<file path="src/rtl/ptm_pkg.sv">
package ptm_pkg;

  // width of the free-running prescaler: codes 0..5 need up to 5 bits
  localparam int PS_W   = 5;
  localparam int CODE_W = 3;

  localparam logic [CODE_W-1:0] SEL_EXT_A = 3'd6;
  localparam logic [CODE_W-1:0] SEL_EXT_B = 3'd7;

  // true when the code names an external time-base tick
  function automatic logic is_ext(input logic [CODE_W-1:0] code);
    return code[2] & code[1];
  endfunction

  // internal divider tick: all prescaler bits below the code are ones
  function automatic logic div_tick(input logic [PS_W-1:0] ps,
                                    input logic [CODE_W-1:0] code);
    logic r;
    r = 1'b1;
    for (int i = 0; i < PS_W; i++) begin
      if ((i < int'(code)) && !ps[i]) r = 1'b0;
    end
    return r;
  endfunction

  // raw waveform phase from count and duty
  function automatic logic phase_active(input logic [31:0] cnt,
                                        input logic [31:0] dty);
    return cnt > dty;
  endfunction

endpackage

</file>
<file path="src/rtl/ptm_prescale.sv">
module ptm_prescale
  import ptm_pkg::*;
(
  input  logic              clk,
  input  logic              rst_n,
  input  logic              run,
  input  logic              clr,
  input  logic [CODE_W-1:0] code,
  input  logic              tb_run,
  input  logic              tb_tick_a,
  input  logic              tb_tick_b,
  output logic              tick,
  output logic              err
);

  logic [PS_W-1:0] ps_q;
  logic            ext_sel;
  logic            ext_tick;
  logic            int_tick;

  assign ext_sel  = is_ext(code);
  assign err      = ext_sel && !tb_run;
  assign ext_tick = (code == SEL_EXT_B) ? tb_tick_b : tb_tick_a;
  assign int_tick = div_tick(ps_q, code);
  assign tick     = run && !err && (ext_sel ? ext_tick : int_tick);

  always_ff @(posedge clk or negedge rst_n) begin
    if (!rst_n)                    ps_q <= '0;
    else if (!run || clr || err)   ps_q <= '0;
    else                           ps_q <= ps_q + 1'b1;
  end


  ps_full_tick_chk: assert property (@(posedge clk) disable iff (!rst_n)
    (run && !ext_sel && (ps_q == '1)) |-> tick);


  err_cleared_ps_chk: assert property (@(posedge clk) disable iff (!rst_n)
    err |=> (ps_q == '0));

endmodule

</file>
<file path="src/rtl/ptm_counter.sv">
module ptm_counter
  import ptm_pkg::*;
#(
  parameter int CNT_W = 16
) (
  input  logic              clk,
  input  logic              rst_n,
  input  logic              start,
  input  logic [CODE_W-1:0] sel,
  input  logic [CNT_W-1:0]  period,
  input  logic [CNT_W-1:0]  duty,
  input  logic              tick,
  input  logic              err,
  input  logic              retrig_en,
  input  logic              sw_retrig,
  output logic              run,
  output logic              start_edge,
  output logic              reload,
  output logic [CODE_W-1:0] code,
  output logic              act
);

  localparam int WIDE = 32;

  logic              run_q;
  logic              pend_q;
  logic [CNT_W-1:0]  cnt_q;
  logic [CODE_W-1:0] code_q;
  logic              retrig_ok;
  logic              wrap;

  assign run        = run_q;
  assign code       = code_q;
  assign start_edge = start && !run_q;
  assign retrig_ok  = sw_retrig && retrig_en && run_q;
  assign wrap       = tick && (cnt_q == '0);
  assign reload     = tick && (pend_q || retrig_ok || (cnt_q == '0));
  assign act        = run_q && phase_active(WIDE'(cnt_q), WIDE'(duty));

  always_ff @(posedge clk or negedge rst_n) begin
    if (!rst_n) begin
      run_q  <= 1'b0;
      pend_q <= 1'b0;
      cnt_q  <= '0;
      code_q <= '0;
    end else begin
      run_q <= start;
      if (start_edge) begin
        cnt_q  <= period;
        code_q <= sel;
        pend_q <= 1'b0;
      end else if (run_q) begin
        if (reload) begin
          cnt_q  <= period;
          pend_q <= 1'b0;
        end else if (tick) begin
          cnt_q  <= cnt_q - 1'b1;
        end else begin
          pend_q <= pend_q || retrig_ok;
        end
        if (wrap || err) code_q <= sel;
      end else begin
        pend_q <= 1'b0;
      end
    end
  end


  start_load_chk: assert property (@(posedge clk) disable iff (!rst_n)
    start_edge |=> (run_q && (cnt_q == $past(period))));


  wrap_reload_chk: assert property (@(posedge clk) disable iff (!rst_n)
    (run_q && start && wrap) |=> (cnt_q == $past(period)));


  plain_step_chk: assert property (@(posedge clk) disable iff (!rst_n)
    (run_q && start && tick && !pend_q && !retrig_en && (cnt_q != '0))
      |=> (cnt_q == $past(cnt_q) - 1'b1));


  frozen_on_err_chk: assert property (@(posedge clk) disable iff (!rst_n)
    (err && run_q && start) |=> $stable(cnt_q));

endmodule

</file>
<file path="src/rtl/ptm_outstage.sv">
module ptm_outstage (
  input  logic act,
  input  logic inv_pol,
  input  logic mask_en,
  output logic pulse_out
);

  logic polar;

  // polarity first, mask last
  assign polar     = act ^ inv_pol;
  assign pulse_out = mask_en ? inv_pol : polar;

endmodule

</file>
<file path="src/rtl/pulse_timer.sv">
module pulse_timer
  import ptm_pkg::*;
#(
  parameter int CNT_W = 16
) (
  input  logic              clk,
  input  logic              rst_n,
  input  logic              start,
  input  logic [CODE_W-1:0] clk_sel,
  input  logic              tb_run,
  input  logic              tb_tick_a,
  input  logic              tb_tick_b,
  input  logic [CNT_W-1:0]  period,
  input  logic [CNT_W-1:0]  duty,
  input  logic              inv_pol,
  input  logic              mask_en,
  input  logic              retrig_en,
  input  logic              sw_retrig,
  output logic              pulse_out,
  output logic              busy,
  output logic              sel_err
);

  logic              run_w;
  logic              start_edge_w;
  logic              reload_w;
  logic              tick_w;
  logic              err_w;
  logic              act_w;
  logic [CODE_W-1:0] code_w;

  ptm_prescale u_ps (
    .clk       (clk),
    .rst_n     (rst_n),
    .run       (run_w),
    .clr       (start_edge_w || reload_w),
    .code      (code_w),
    .tb_run    (tb_run),
    .tb_tick_a (tb_tick_a),
    .tb_tick_b (tb_tick_b),
    .tick      (tick_w),
    .err       (err_w)
  );

  ptm_counter #(.CNT_W(CNT_W)) u_cnt (
    .clk        (clk),
    .rst_n      (rst_n),
    .start      (start),
    .sel        (clk_sel),
    .period     (period),
    .duty       (duty),
    .tick       (tick_w),
    .err        (err_w),
    .retrig_en  (retrig_en),
    .sw_retrig  (sw_retrig),
    .run        (run_w),
    .start_edge (start_edge_w),
    .reload     (reload_w),
    .code       (code_w),
    .act        (act_w)
  );

  ptm_outstage u_out (
    .act       (act_w),
    .inv_pol   (inv_pol),
    .mask_en   (mask_en),
    .pulse_out (pulse_out)
  );

  assign busy    = run_w;
  assign sel_err = err_w;


  idle_level_chk: assert property (@(posedge clk) disable iff (!rst_n)
    !busy |-> (pulse_out == inv_pol));


  no_tick_err_chk: assert property (@(posedge clk) disable iff (!rst_n)
    sel_err |-> !reload_w);

endmodule

</file>
<file path="config.mk">
export PLATFORM = sky130hd
export DESIGN_NAME = pulse_timer
export DESIGN_NICKNAME = d
export VERILOG_FILES = /design/src/rtl/ptm_pkg.sv /design/src/rtl/ptm_prescale.sv /design/src/rtl/ptm_counter.sv /design/src/rtl/ptm_outstage.sv /design/src/rtl/pulse_timer.sv
export SDC_FILE = /design/constraint.sdc
export NUM_CORES = 1
export LEC_CHECK = 0
export ABC_CLOCK_PERIOD_IN_PS = 3610
export BUFFER_PORTS_ARGS = -buffer_cell sky130_fd_sc_hd__buf_4
export CAP_MARGIN = 40
export CORE_MARGIN = 2
export CORE_UTILIZATION = 25
export DETAILED_ROUTE_END_ITERATION = 10
export SYNTH_ARGS = -nofsm -noshare
export SYNTH_HDL_FRONTEND = slang
export SYNTH_SLANG_ARGS = --single-unit
</file>
<file path="constraint.sdc">
create_clock -name clk -period 3.61 [get_ports clk]
set_clock_uncertainty 0.2 [all_clocks]
set_input_delay 1.083 -clock clk [delete_from_list [all_inputs] [get_ports clk]]
set_output_delay 1.083 -clock clk [all_outputs]
set_load 0.01 [all_outputs]
</file>
# Word-level counts from Yosys, hierarchy flattened
# Cells that the tools add are included.
[op_classes]
add_sub_neg = 2
multipliers = 0
div_mod_pow = 0
order_cmp = 6
eq_ne = 2
shifts = 0
n_mux = 20
bitwise_logic = 2
n_reduce_logical = 34
[op_table]
columns = ["operator", "count"]
rows = [
  ["two-way mux 16 bit", 4],
  ["greater-than comparator 16 bit", 1],
  ["logical NOT 16 bit", 1],
  ["subtractor 16 x 1 -> 16 bit (second input constant)", 1],
  ["logical AND 1 bit", 14],
  ["two-way mux 1 bit", 12],
  ["two-way mux 3 bit", 3],
  ["logical NOT 1 bit", 8],
  ["logical OR 1 bit", 6],
  ["< comparator 1 x 3 -> 1 bit (first input constant)", 2],
  ["< comparator 2 x 3 -> 1 bit (first input constant)", 2],
  ["adder 5 x 1 -> 5 bit (second input constant)", 1],
  ["two-way mux 5 bit", 1],
  ["!= test 4 bit (second input constant)", 1],
  ["AND reduction 2 bit", 2],
  ["nonzero test 2 bit", 2],
  ["equality test 3 bit (second input constant)", 1],
  ["< comparator 3 bit (first input constant)", 1],
  ["nonzero test 3 bit", 1],
  ["bitwise AND 1 bit", 1],
  ["XOR 1 bit", 1],
]
[word_totals]
register_bits = 26
latch_bits = 0
ramBits = 0
romBits = 0
inputBits = 45
output_inout_bits = 3
wordCells = 71
n_memories = 0

# Depth between registers and ports, before layout
[logic_depth]
depth_word = 14
mapped_depth = 9
mapped_depth_nobuf = 8

# By module
# From an unflattened synthesis, not the netlist that was laid out.
[hier_totals]
hier_cells = 243
hier_area_um2 = 2049.5
[by_module_without_submodules]
columns = ["module", "instances", "cells_each", "area_per_inst_um2", "seq_area_each_um2"]
rows = [
  ["ptm_counter", 1, 210, 1731.7, 525.5],
  ["ptm_prescale", 1, 30, 281.5, 125.1],
  ["ptm_outstage", 1, 2, 30.0, 0.0],
  ["pulse_timer", 1, 1, 6.3, 0.0],
]

# Worst setup path after synthesis
# No wires, ideal clock.
[synth_path]
path_type = "input-to-output"
from = "in duty[9]"
to = "out pulse_out"
arrival_ps = 2578
required_ps = 2327
path_slack_ps = -251
path_stages = 7
path_buffers = 0
path_cell_list = "inv_1 -> ha_1 -> a21o_1 -> a221o_1 -> a221o_1 -> o21ai_0 -> xnor2_1"
[synth_between]
elab_chain_cells = 4
[synth_lines]
columns = ["element", "line_no", "text"]
rows = [
  ["start: declaration", "pulse_timer.sv:14", "input logic [CNT_W-1:0] duty,"],
  ["greater-than comparator 16 bit", "ptm_pkg.sv:29", "return cnt > dty;"],
  ["logical AND 1 bit", "ptm_counter.sv:38", "assign act = run_q && phase_active(WIDE'(cnt_q), WIDE'(duty));"],
  ["XOR 1 bit", "ptm_outstage.sv:11", "assign polar = act ^ inv_pol;"],
  ["two-way mux 1 bit", "ptm_outstage.sv:12", "assign pulse_out = mask_en ? inv_pol : polar;"],
  ["end: declaration", "pulse_timer.sv:19", "output logic pulse_out,"],
]
# Every way passes these cells.

# Final worst setup path
[layout_path]
from = "in duty[10]"
to = "out pulse_out"
# The elaborated chain is that of the path after synthesis.

==> impl_metrics.env <==
export IMPL_cts_setup_buffers=0
export IMPL_synth_ff_type="dfrtp_1"
export IMPL_critPathArrivalTime_ns=2.63
export IMPL_hold_path_class="flop to flop"
export IMPL_ys_warn_count=0
export IMPL_period_share_pct=108.4
export IMPL_fin_tns_setup_ns=-0.3049
export IMPL_drv_slew=0
export IMPL_fp_dieW_um=93.91
export IMPL_place_ws_ns=-0.3975
export IMPL_fmax_ghz=0.2554
export IMPL_cp_common_cell="a221o_1"
export IMPL_async_flop_share_pct=100.0
export IMPL_start_util_pct=26.01
export IMPL_num_rows=32
export IMPL_rsz0062_at_grt="yes"
export IMPL_num_vias=1884
export IMPL_hpwl_um=4089
export IMPL_crit_fanout=2
export IMPL_first_pass_iters=4
export IMPL_tightest_slew_ns=0.8410
export IMPL_grt_pass1_wl_um=9004
export IMPL_grt_max_degree=27
export IMPL_setup_viol=1
export IMPL_synth_edff_count=0
export IMPL_violations="negative setup slack"
export IMPL_die_h_um=93.91
export IMPL_io_buffers=47
export IMPL_vdd_drop_max_v=0.0001758
export IMPL_avgSynthCellArea_sq_um=8.748
export IMPL_final_core_util_pct=33.38
export IMPL_track_usage_pct=12.64
export IMPL_grt_pass1_vias=1970
export IMPL_syn_instance_count=231
export IMPL_worst_path_max_delay_cell="a221o_1"
export IMPL_diodes=0
export IMPL_mappedNetlistNets=295
export IMPL_p_per_area_nw_per_um2=377.0
export IMPL_clk_latency_ns=0.27
export IMPL_grt_ovfl_total=0
export IMPL_core_area_sq_um=7767
export IMPL_cts_root_buffer="clkbuf_8"
export IMPL_routed_wl_um=5294
export IMPL_htree_num_levels=1
export IMPL_ys_seq_elements=26
export IMPL_avgViaCountPerCell=4.971
export IMPL_hold_viol_final=0
export IMPL_slew_headroom_pct=43.73
export IMPL_netlist_area_sq_um=2021
export IMPL_period_needed_ns=3.915
export IMPL_crit_family="compound AO/OA/AOI/OAI gates"
export IMPL_layout_setup_ws_ns=-0.3049
export IMPL_wl_per_cell_um=13.97
export IMPL_max_cap_viol_count=0
export IMPL_cts_inserted_buffers=3
export IMPL_io_pins=48
export IMPL_power_w=0.0009775
export IMPL_ant_nets=0
export IMPL_synth_top_area_share_pct=32.20
export IMPL_drive_gt1_share_pct=27.08
export IMPL_synthDistinctLibCells=49
export IMPL_drtIter0Drc=88
export IMPL_die_area_sq_um=8818
export IMPL_cp_buffers_inverters=3
export IMPL_synth_seq_area_share_pct=32.20
export IMPL_yosys_top_cells_area="dfrtp_1 32%, ha_1 12%, a221o_1 5.4%"
export IMPL_critical_path_class="input port to output port"
export IMPL_end_kind="output port"
export IMPL_drc=0
export IMPL_antenna_found_initial=0
export IMPL_num_nets_final=342
export IMPL_startpoint_type="input port"
export IMPL_leakage_nw=1.202
export IMPL_outcome="complete, but fails checks"
export IMPL_holdWs_ns=0.3493
export IMPL_yosysTopAreaCell="dfrtp_1"
export IMPL_max_stage_delay_ns=0.36
export IMPL_clock_sinks=26
export IMPL_crit_required_ns=2.33
export IMPL_worstPathCellList="buf_6 -> inv_4 -> ha_4 -> and2_4 -> a221o_1 -> a221o_1 -> o21ai_2 -> xnor2_1 -> buf_4"
export IMPL_cts_tree="built"
export IMPL_path_clk_slew_ns=0.09
export IMPL_syn_to_final_growth_pct=28.30
export IMPL_place_congestion=0.8506
export IMPL_clock_path_buffers=2
==> cells in the final DEF, fill, tap and decap left out, types with 4 or more instances in the layout <==
| master | n |
|---|---|
| dfrtp_1 | 26 |
| nand4_1 | 5 |
| a221o_1 | 11 |
| clkbuf_8 | 4 |
| nand2_1 | 25 |
| nor3_1 | 8 |
| nor2b_1 | 4 |
| a21oi_1 | 18 |
| buf_4 | 49 |
| nor2_1 | 14 |
| o21ai_0 | 5 |
| inv_1 | 18 |
| o211ai_1 | 4 |
| nand3_1 | 9 |
| ha_1 | 16 |
==> flip-flops by register name, indices dropped and copies added (netlist names) <==
signal,flops
u_cnt.code,3
u_cnt.pend_q,1
u_ps.ps_q,5
u_cnt.cnt_q,16
u_cnt.run,1
==> repair_timing <==
action / CTS / global route
hold buffers: 0 / 0
pin swaps: 0 / 1
gates resized for setup: 2 / 3
setup endpoints to repair: 1 / 1
==> cell usage after synthesis, types with 5 or more instances <==
| cell | number |
|---|---|
| dfrtp_1 | 26 |
| nand2_1 | 25 |
| inv_1 | 21 |
| ha_1 | 19 |
| a21oi_1 | 18 |
| nor2_1 | 14 |
| a221o_1 | 11 |
| nand3_1 | 9 |
| nor3_1 | 8 |
| o21ai_0 | 6 |
| clkbuf_1 | 5 |
| nand4_1 | 5 |
==> worst min-delay path, delay by kind of cell (launching register included) <==
family / cells / cell delay, ns
and+or+nand+nor: 1 / 0.08
DFF: 1 / 0.36
xor gates and xnor gates: 1 / 0.07
==> final timing paths <==
path	depth (start not counted)	to	slack (ns)	start
worst max register to register	8	u_cnt.cnt_q[11]$_DFFE_PN0P_	0.80	u_cnt.cnt_q[0]$_DFFE_PN0P_
worst max-delay path	9	pulse_out	-0.30	duty[10]
max in group asynchronous	1	u_ps.ps_q[0]$_DFF_PN0_	2.43	rst_n
worst min register to register	2	u_ps.ps_q[4]$_DFF_PN0_	0.35	u_ps.ps_q[4]$_DFF_PN0_
worst min-delay path	2	u_ps.ps_q[4]$_DFF_PN0_	0.35	u_ps.ps_q[4]$_DFF_PN0_
min in group asynchronous	1	u_ps.ps_q[4]$_DFF_PN0_	0.51	rst_n
==> routing by layer <==
metal	track usage [%]	wire length, um	vias up
li1	-	-	940
met2	22.62	2543	50
met5	0	0	-
met1	15.99	2421	890
met3	2.247	291	4
met4	2.295	38	0
==> where the power goes <==
part	internal, W	switching (W)	total, W
Combinational	0.000180	0.000193	0.000372
Clock	0.0000975	0.0000936	0.000191
Sequential	0.000339	0.0000745	0.000414
Total	0.000616	0.000361	0.000977
==> metrics by stage <==
stage,instances,area (sq um)
2_1_floorplan,231,2071
4_1_cts,379,2582
6_report,379,2592
3_5_place_dp,375,2520
3_3_place_gp,375,2520
5_1_grt,379,2592
==> layout make-up <==
type / instances / area (sq um)
fillers: 842 / 5175
well taps: 102 / 127.6
multi-input cells: 174 / 1266
flip-flops and latches: 26 / 650.6
inverters: 21 / 91.34
clock buffers: 4 / 55.05
repair buffers: 52 / 401.6
==> kinds of logic after synthesis <==
kind of cell    after synthesis  synth area share [%]
compound gates               59                 21.30
fa+ha+maj                    19                 11.76
flops                        26                 32.20
mux                           4                 2.167
xor+xnor                      4                 1.734
simple gates                 88                 23.53
buf+inv                      31                 7.306
(Power assumes the default switching activity.)
